<file path="src/rtl/bridge_pkg.sv">
package bridge_pkg;
    localparam int WORD_W        = 64;
    localparam int CMD_DIR_BIT   = 63;
    localparam int SIZE_MSB      = 58;
    localparam int SIZE_LSB      = 52;
    localparam int SIZE_W        = SIZE_MSB - SIZE_LSB + 1;
    localparam int STAT_DONE_BIT = 63;
    localparam int STAT_ERR_BIT  = 62;

    typedef enum logic [1:0] {
        SEL_BASE = 2'd0,
        SEL_CMD  = 2'd1,
        SEL_DATA = 2'd2,
        SEL_STAT = 2'd3
    } reg_sel_e;

    typedef enum logic [1:0] {
        DN_IDLE = 2'd0,
        DN_REQ  = 2'd1,
        DN_RSP  = 2'd2
    } dn_state_e;
endpackage

</file>
<file path="src/rtl/bridge_reg_dec.sv">
module bridge_reg_dec #(
    parameter int HOST_AW    = 8,
    parameter int BLOCK_WORD = 'h40
) (
    input  logic [HOST_AW-1:0]    word_i,
    output logic                  hit_o,
    output bridge_pkg::reg_sel_e  sel_o
);
    localparam logic [HOST_AW-1:0] BW = HOST_AW'(BLOCK_WORD);

    assign hit_o = (word_i[HOST_AW-1:2] == BW[HOST_AW-1:2]);
    assign sel_o = bridge_pkg::reg_sel_e'(word_i[1:0]);
endmodule

</file>
<file path="src/rtl/bridge_lane_dec.sv">
module bridge_lane_dec #(
    parameter int NBYTES = 8,
    parameter int SIZE_W = 7
) (
    input  logic [SIZE_W-1:0]         size_i,
    input  logic [$clog2(NBYTES)-1:0] ofs_i,
    output logic [NBYTES-1:0]         strb_o,
    output logic [8*NBYTES-1:0]       mask_o,
    output logic                      legal_o
);
    localparam int OFS_W = $clog2(NBYTES);
    localparam int END_W = SIZE_W + 1;

    logic [END_W-1:0] end_w;
    logic             pow2;

    assign end_w = {1'b0, size_i} + END_W'(ofs_i);

    // Lane i carries the byte at sector offset NBYTES-1-i (big-endian lanes).
    for (genvar i = 0; i < NBYTES; i++) begin : g_lane
        localparam int K = NBYTES - 1 - i;
        assign strb_o[i]        = (ofs_i <= OFS_W'(K)) && (end_w > END_W'(K));
        assign mask_o[8*i +: 8] = {8{strb_o[i]}};
    end

    assign pow2    = (size_i != '0) && ((size_i & (size_i - 1'b1)) == '0);
    assign legal_o = pow2 && (end_w <= END_W'(NBYTES));
endmodule

</file>
<file path="src/rtl/bridge_dn_master.sv">
module bridge_dn_master #(
    parameter int ADDR_W = 32,
    parameter int NBYTES = 8
) (
    input  logic                  clk,
    input  logic                  rst_n,
    input  logic                  start_i,
    input  logic                  is_wr_i,
    input  logic [ADDR_W-1:0]     addr_i,
    input  logic [NBYTES-1:0]     strb_i,
    input  logic [8*NBYTES-1:0]   wdata_i,
    output logic                  busy_o,
    output logic                  done_o,
    output logic                  dn_req_valid,
    input  logic                  dn_req_ready,
    output logic [ADDR_W-1:0]     dn_addr,
    output logic                  dn_write,
    output logic [NBYTES-1:0]     dn_strb,
    output logic [8*NBYTES-1:0]   dn_wdata,
    input  logic                  dn_rsp_valid
);
    import bridge_pkg::*;

    typedef struct packed {
        dn_state_e            st;
        logic [ADDR_W-1:0]    addr;
        logic                 wr;
        logic [NBYTES-1:0]    strb;
        logic [8*NBYTES-1:0]  wdata;
    } mst_t;

    mst_t s_d, s_q;

    always_comb begin
        s_d    = s_q;
        done_o = 1'b0;
        unique case (s_q.st)
            DN_IDLE: begin
                if (start_i) begin
                    s_d.st    = DN_REQ;
                    s_d.addr  = addr_i;
                    s_d.wr    = is_wr_i;
                    s_d.strb  = strb_i;
                    s_d.wdata = wdata_i;
                end
            end
            DN_REQ: begin
                if (dn_req_ready) s_d.st = DN_RSP;
            end
            DN_RSP: begin
                if (dn_rsp_valid) begin
                    s_d.st = DN_IDLE;
                    done_o = 1'b1;
                end
            end
            default: s_d.st = DN_IDLE;
        endcase
    end

    always_ff @(posedge clk) begin
        if (!rst_n) s_q <= '0;
        else        s_q <= s_d;
    end

    assign busy_o       = (s_q.st != DN_IDLE);
    assign dn_req_valid = (s_q.st == DN_REQ);
    assign dn_addr      = s_q.addr;
    assign dn_write     = s_q.wr;
    assign dn_strb      = s_q.strb;
    assign dn_wdata     = s_q.wdata;
endmodule

</file>
<file path="src/rtl/regbus_bridge.sv">
module regbus_bridge #(
    parameter int HOST_AW    = 8,
    parameter int BLOCK_WORD = 'h40,
    parameter int ADDR_W     = 32
) (
    input  logic                clk,
    input  logic                rst_n,
    input  logic                host_wr_en,
    input  logic [HOST_AW-1:0]  host_word,
    input  logic [63:0]         host_wdata,
    output logic [63:0]         host_rdata,
    output logic                dn_req_valid,
    input  logic                dn_req_ready,
    output logic [ADDR_W-1:0]   dn_addr,
    output logic                dn_write,
    output logic [7:0]          dn_strb,
    output logic [63:0]         dn_wdata,
    input  logic                dn_rsp_valid,
    input  logic [63:0]         dn_rsp_data
);
    import bridge_pkg::*;

    localparam int NBYTES = WORD_W / 8;
    localparam int OFS_W  = $clog2(NBYTES);

    typedef struct packed {
        logic [WORD_W-1:0] cmd;
        logic [WORD_W-1:0] data;
        logic              err;
    } regs_t;

    regs_t r_d, r_q;

    logic              hit;
    reg_sel_e          sel;
    logic              busy, done;
    logic              cmd_wr, data_wr;
    logic [SIZE_W-1:0] dec_size;
    logic [OFS_W-1:0]  dec_ofs;
    logic [ADDR_W-1:0] dec_addr;
    logic [NBYTES-1:0] dec_strb;
    logic [WORD_W-1:0] dec_mask;
    logic              dec_legal;
    logic              start_rd, start_wr;

    bridge_reg_dec #(.HOST_AW(HOST_AW), .BLOCK_WORD(BLOCK_WORD)) u_dec (
        .word_i (host_word),
        .hit_o  (hit),
        .sel_o  (sel)
    );

    assign cmd_wr  = host_wr_en && hit && (sel == SEL_CMD)  && !busy;
    assign data_wr = host_wr_en && hit && (sel == SEL_DATA) && !busy;

    // One decoder serves both triggers: a command write only happens when idle,
    // and data writes and responses use the stored command.
    assign dec_size = cmd_wr ? host_wdata[SIZE_MSB:SIZE_LSB] : r_q.cmd[SIZE_MSB:SIZE_LSB];
    assign dec_ofs  = cmd_wr ? host_wdata[OFS_W-1:0]         : r_q.cmd[OFS_W-1:0];
    assign dec_addr = cmd_wr ? host_wdata[ADDR_W-1:0]        : r_q.cmd[ADDR_W-1:0];

    bridge_lane_dec #(.NBYTES(NBYTES), .SIZE_W(SIZE_W)) u_lane (
        .size_i  (dec_size),
        .ofs_i   (dec_ofs),
        .strb_o  (dec_strb),
        .mask_o  (dec_mask),
        .legal_o (dec_legal)
    );

    assign start_rd = cmd_wr  &&  host_wdata[CMD_DIR_BIT] && dec_legal;
    assign start_wr = data_wr && !r_q.cmd[CMD_DIR_BIT]    && dec_legal;

    bridge_dn_master #(.ADDR_W(ADDR_W), .NBYTES(NBYTES)) u_mst (
        .clk          (clk),
        .rst_n        (rst_n),
        .start_i      (start_rd || start_wr),
        .is_wr_i      (start_wr),
        .addr_i       (dec_addr),
        .strb_i       (dec_strb),
        .wdata_i      (host_wdata),
        .busy_o       (busy),
        .done_o       (done),
        .dn_req_valid (dn_req_valid),
        .dn_req_ready (dn_req_ready),
        .dn_addr      (dn_addr),
        .dn_write     (dn_write),
        .dn_strb      (dn_strb),
        .dn_wdata     (dn_wdata),
        .dn_rsp_valid (dn_rsp_valid)
    );

    always_comb begin
        r_d = r_q;
        if (cmd_wr) begin
            r_d.cmd = host_wdata;
            r_d.err = host_wdata[CMD_DIR_BIT] && !dec_legal;
        end
        if (data_wr) begin
            r_d.data = host_wdata;
            if (!r_q.cmd[CMD_DIR_BIT] && !dec_legal) r_d.err = 1'b1;
        end
        if (done && r_q.cmd[CMD_DIR_BIT]) begin
            r_d.data = dn_rsp_data & dec_mask;
        end
    end

    always_ff @(posedge clk) begin
        if (!rst_n) r_q <= '0;
        else        r_q <= r_d;
    end

    always_comb begin
        host_rdata = '0;
        if (hit) begin
            unique case (sel)
                SEL_CMD:  host_rdata = r_q.cmd;
                SEL_DATA: host_rdata = r_q.data;
                SEL_STAT: begin
                    host_rdata[STAT_DONE_BIT] = !busy;
                    host_rdata[STAT_ERR_BIT]  = r_q.err;
                end
                default:  host_rdata = '0;
            endcase
        end
    end
endmodule

</file>
<file path="config.mk">
export PLATFORM = sky130hd
export DESIGN_NAME = regbus_bridge
export DESIGN_NICKNAME = d
export VERILOG_FILES = /design/src/rtl/bridge_pkg.sv /design/src/rtl/bridge_reg_dec.sv /design/src/rtl/bridge_lane_dec.sv /design/src/rtl/bridge_dn_master.sv /design/src/rtl/regbus_bridge.sv
export SDC_FILE = /design/constraint.sdc
export NUM_CORES = 1
export LEC_CHECK = 0
export BUFFER_PORTS_ARGS = -buffer_cell sky130_fd_sc_hd__buf_2
export CAP_MARGIN = 10
export CORE_UTILIZATION = 58
export DETAILED_ROUTE_END_ITERATION = 8
export PLACE_DENSITY = 0.94
export SYNTH_ARGS = -nofsm -noshare
export SYNTH_HDL_FRONTEND = slang
export SYNTH_SLANG_ARGS = --single-unit
export TNS_END_PERCENT = 5
</file>
<file path="constraint.sdc">
create_clock -name clk -period 10.4 [get_ports clk]
set_clock_uncertainty 0.2 [all_clocks]
set_input_delay 2.08 -clock clk [delete_from_list [all_inputs] [get_ports clk]]
set_output_delay 2.08 -clock clk [all_outputs]
set_load 0.02 [all_outputs]
</file>
# Yosys cells after proc, flatten, opt, wreduce, memory -nomap -nowiden

Index checks and enable logic that the tools add are counted.

Bits in registers: 236
Output and inout port bits: 170

Muxes and demuxes: 16
Add/sub/neg operators: 2
Eq/ne operators: 9
Bitwise gates (word level): 2
Order comparisons: 17
Reduce and logical (&&, ||, !) cells: 33

Operator list:

| kind                                                                  | number |
|---|---|
| 64-bit 2-to-1 mux                                                     | 2 |
| 62-bit case mux with 2 select lines                                   | 1 |
| 107-bit 2-to-1 mux                                                    | 1 |
| 65-bit 2-to-1 mux                                                     | 1 |
| 64-bit bitwise AND                                                    | 1 |
| 8-bit by 3-bit > comparator with 1-bit output, second input constant  | 4 |
| 32-bit 2-to-1 mux                                                     | 1 |
| 1-bit logical AND                                                     | 22 |
| 8-bit by 1-bit > comparator with 1-bit output, second input constant  | 2 |
| 8-bit by 2-bit > comparator with 1-bit output, second input constant  | 2 |
| 3-bit <= comparator, second input constant                            | 4 |
| 2-bit case mux with 3 select lines                                    | 2 |
| 7-bit by 3-bit adder with 8-bit output                                | 1 |
| 8-bit by 4-bit <= comparator with 1-bit output, second input constant | 1 |
| 7-bit bitwise AND                                                     | 1 |
| 7-bit logical NOT                                                     | 1 |
| 7-bit 2-to-1 mux                                                      | 1 |
| 7-bit nonzero test                                                    | 1 |
| 7-bit by 1-bit subtractor with 7-bit output, second input constant    | 1 |
| 2-bit equality test, second input constant                            | 3 |
| 6-bit by 5-bit equality test with 1-bit output, second input constant | 1 |
| 3-bit by 1-bit <= comparator with 1-bit output, second input constant | 2 |
| 3-bit by 2-bit <= comparator with 1-bit output, second input constant | 2 |
| 2-bit by 1-bit equality test with 1-bit output, second input constant | 2 |
| 11 further kinds                                                      | 19 |

# Logic depth before layout (Yosys ltp)

Depth after elaboration: 16
Mapped depth: 22

# Cells and area by module

A second synthesis with hierarchy kept.

Cell total of the unflattened synthesis: 1457
Area, all modules: 12853.6 um2

Modules (own cells, without submodules):

| module           | instances | area an instance (um2) | cells each |
|---|---|---|---|
| regbus_bridge    | 1         | 6922.9                 | 768 |
| bridge_dn_master | 1         | 5061.1                 | 571 |
| bridge_lane_dec  | 1         | 834.6                  | 114 |
| bridge_reg_dec   | 1         | 35.0                   | 4 |

# Least setup slack after synthesis

No wires, ideal clock.

Path kind: input -> register
From: in host_word[1]
To: reg u_mst.s_q (netlist bit u_mst.dn_addr[24])
Arrival time: 5.796 ns
Stages: 20
Data required time: 10.077 ns
Slack: 4.281 ns
Cells stage by stage: inv_1 > ha_1 > nor4bb_1 > buf_2 > and3_1 > buf_4 > clkbuf_1 > clkbuf_1 > buf_1 > nand2_1 > o21ai_0 > ha_1 > and3_1 > nand4_1 > a221o_1 > a22oi_1 > o211a_1 > buf_4 > buf_4 > mux2_1

Cells in the longest elaborated chain, start to end: 12
Elaborated cells between the ends (all ways): 23
Those cells by class: add/sub: 2; order compare: 1; eq/ne: 2; mux: 3; bitwise: 1; reduce/logical: 14

RTL lines:

| element                                                                                         | RTL line               | source |
|---|---|---|
| from (decl)                                                                                     | regbus_bridge.sv:9     | `input logic [HOST_AW-1:0] host_word,` |
| parallel branches: the longest is 12 deep, another holds 7-bit by 3-bit adder with 8-bit output | -                      |  |
| to (signal assigned)                                                                            | bridge_dn_master.sv:61 | `if (!rst_n) s_q <= '0;` |
| to (signal assigned)                                                                            | bridge_dn_master.sv:62 | `else s_q <= s_d;` |
| to (decl)                                                                                       | bridge_dn_master.sv:32 | `mst_t s_d, s_q;` |

Several ways; the timed one is not identified.
A chain may end at the register's enable or synchronous reset.

# Worst setup path in the final report

From: in host_word[1]
To: reg u_mst.s_q (netlist bit u_mst.dn_addr[22])

The elaborated chain is that of the path after synthesis.

==> flow_summary.yaml <==
timing:
  max_freq_mhz: 130
  whs_ns: 0.253
  worst_pin_slew_ns: 1.24
  tns_ns: 0
  rsz0062_at_grt: "false"
  drv_slew: 0
  relSlewSlack_pct: 16.4
  period_needed_ns: 7.71
  hold_violations: 0
  setup_viol: 0
  post-route-period-util_pct: 74.1
power_and_ir_drop:
  p_sw_uw: 429
  p_sw_share_pct: 22.9
  power_density_nw_per_um2: 140
  power.internal_uw: 1450
  comb_power_share_pct: 4.8
  power.total_uw: 1870
  p_leak_uw: 0.00555
  p_seq_share_pct: 48.3
  p_clk_share_pct: 46.9
  ir_worst_vdd_mv: 0.112
detailed_routing:
  drc: 0
  via_count: 11463
  ant_nets: 0
  initialDrtViolationCount: 1326
  wl_um: 35800
  wire_per_inst_um: 19.2
  dr.pass1.iters: 7
  viasPerCell: 6.14
cells_and_area:
  nets: 1724
  register_area_sq_um: 4720
  drive_above_1_share_pct: 24.1
  final_cell_count_no_fill: 1867
  area_delta_synth_final_pct: 12.6
  finalInstanceArea_sq_um: 13400
  multiInputGateArea_sq_um: 5800
  fill_cells: 1580
global_routing:
  grtUsageTotal_pct: 32.6
  grt_pass1_wl_um: 56400
  grt_overflow_total: 0
  first_global_vias: 10850
  antenna_found_initial: 10
  grt_start_max_net_pins: 105
clocking:
  clk_latency_ns: 0.52
  clockBufferDepth: 3
  clk_pin_slew_ns: 0.06
  clock-sinks: 236
  cts_hold_buf: 0
  cts_tree: "done"
  cts-root-buf: "clkbuf_16"
  h-tree-depth: 1
  post_cts_buffers: 0
  cts_buffers: 25
  cts_resized: 0
floorplan:
  die_w_um: 145
  dieArea_sq_um: 21100
  row_count: 51
  die_h_um: 145
  coreArea_sq_um: 19800
  io_pins: 311
  start_util_pct: 60.1
yosys:
  netlist_top_cells_area: "dfxtp_1 (40%), nand2_1 (11%), buf_4 (7.1%)"
  ys.flop_type: "dfxtp_1"
  yosysSeqAreaShare_pct: 39.8
  synth_warnings: 0
  avgSynthCellArea_sq_um: 8.13
  yosysMostFrequentCell: "nand2_1"
  syn_area_sq_um: 11900
  synthDistinctLibCells: 56
  yosysTopAreaCellShare_pct: 39.8
  ys_top_cells_by_count: "nand2_1 (338), dfxtp_1 (236), buf_4 (112)"
  synth-edff-count: 0
  synthArstFlopShare_pct: 0
  synth_top_area_cell: "dfxtp_1"
  syn_nets: 1609
  ys_ff_latch: 236
  synth_cells: 1462
run:
  max-cap-violations: 0
worst_setup_path:
  reg2reg_depth: 15
  r2r-end: "u_mst.dn_addr[22]"
  worst_ep_required_time_ns: 10.59
  cp.arrival_ns: 7.90
  worstSetupStartpointType: "input pin"
  crit_fanout: 74
  crit_path_end_kind: "flop"
  reg2reg_slack_ns: 4.25
  path_class: "in2reg"
  r2r-start: "u_mst.s_q[106]"
min_path:
  min_to: "u_mst.dn_wdata[5]"
  min_path_type: "reg2reg"
  worstHoldPathCells: 2
  hold_start: "u_mst.dn_wdata[5]"
placement:
  place_area_sq_um: 12600
  hpwl_um: 22800
  gp_congestion: 0.945
  port_buffers: 310
  place_inst: 1814
outcome:
  outcome: "complete, no violations"
how the worst max path moves through the flow:
| stage | start | end | slack, ns | cells past startpoint |
|---|---|---|---|---|
| finish | host_word[1] | u_mst.dn_addr[22] | 2.69 | 18 |
| detailed placement | host_word[1] | u_mst.dn_addr[22] | 2.33 | 18 |
| global placement | host_word[1] | u_mst.dn_addr[24] | 2.51 | 16 |
| CTS | host_word[1] | u_mst.dn_addr[22] | 2.82 | 18 |
| global route | host_word[1] | u_mst.dn_addr[21] | 2.49 | 16 |
| floorplan | host_word[1] | u_mst.dn_addr[24] | 4.28 | 20 |
flip-flops by register name, indices dropped and copies added, names as in the netlist:
register        flops
u_mst.dn_write      1
u_mst.s_q           2
u_mst.dn_addr      32
u_mst.dn_strb       8
r_q               129
u_mst.dn_wdata     64
per-layer routing:
| layer | track usage [%] | vias to the layer above | wire length (um) |
|---|---|---|---|
| met4 | 18.2 | 0 | 1960 |
| met3 | 6.51 | 177 | 3630 |
| li1 | - | 5187 | - |
| met5 | 0 | - | 0 |
| met2 | 54.3 | 773 | 16900 |
| met1 | 39.4 | 5326 | 13300 |
cell type report:
type	count	share of cell area, %
Tap cell	265	2.48
Clock buffer	34	5.15
Clock inverter	8	0.748
Inverter	6	0.187
Sequential cell	236	35.3
Antenna cell	10	0.187
Timing Repair Buffer	328	12.6
Multi-Input combinational cell	980	43.3
power by group through the flow:
| stage | Clock [uW] | Sequential (uW) | Combinational, uW |
|---|---|---|---|
| after floorplan | 0 | 925 | 39.6 |
| after global placement | 0 | 925 | 85.6 |
| after detailed placement | 0 | 925 | 87.3 |
| after CTS | 886 | 905 | 87.9 |
| after global routing | 922 | 904 | 96.6 |
| final | 879 | 905 | 90.4 |
cell usage in the layout (no fill, tap or decap), types with 9 or more instances in the layout:
| cell type | count |
|---|---|
| a31oi_1 | 44 |
| dfxtp_1 | 236 |
| o21ai_0 | 9 |
| a32o_1 | 14 |
| nand2_1 | 338 |
| mux2_1 | 32 |
| diode_2 | 10 |
| and3_1 | 20 |
| a21oi_1 | 77 |
| buf_4 | 18 |
| nor2_1 | 77 |
| a22oi_1 | 72 |
| o31ai_1 | 17 |
| mux2i_1 | 78 |
| and2_1 | 36 |
| o2111ai_1 | 24 |
| nand3_1 | 69 |
| clkbuf_16 | 25 |
| buf_2 | 309 |
through the flow:
stage                     util, %  setup slack (ns)
after detailed placement     63.5              2.33
after floorplan                 -              4.28
after global routing         67.6              2.49
final                        67.7              2.69
after CTS                    67.5              2.82
after global placement       63.5              2.51
cell families (layout without fill, tap and decap cells):
family	after synthesis	in the layout	share of synthesized area, %
flops	236	236	39.8
xor+xnor	8	8	0.653
simple gates	567	567	20.7
compound gates	286	286	16.7
buf+inv	246	376	11.7
fa+ha+maj	7	7	0.716
mux	112	112	9.79
other cells	0	10	0
critical path: stages:
cell	delay (ns)
buf_2	0.11
inv_1	0.08
ha_2	0.18
nor4bb_1	1.04
and3_2	0.36
buf_4	0.70
nand2_1	0.16
nand2_1	0.09
ha_1	0.19
ha_1	0.21
nand2_1	0.06
a21oi_1	0.14
nand4_1	0.11
a221o_1	0.39
a22oi_1	0.27
o211a_4	0.91
buf_4	0.39
mux2_1	0.35
No activity file was read; power rests on OpenSTA's default activity.
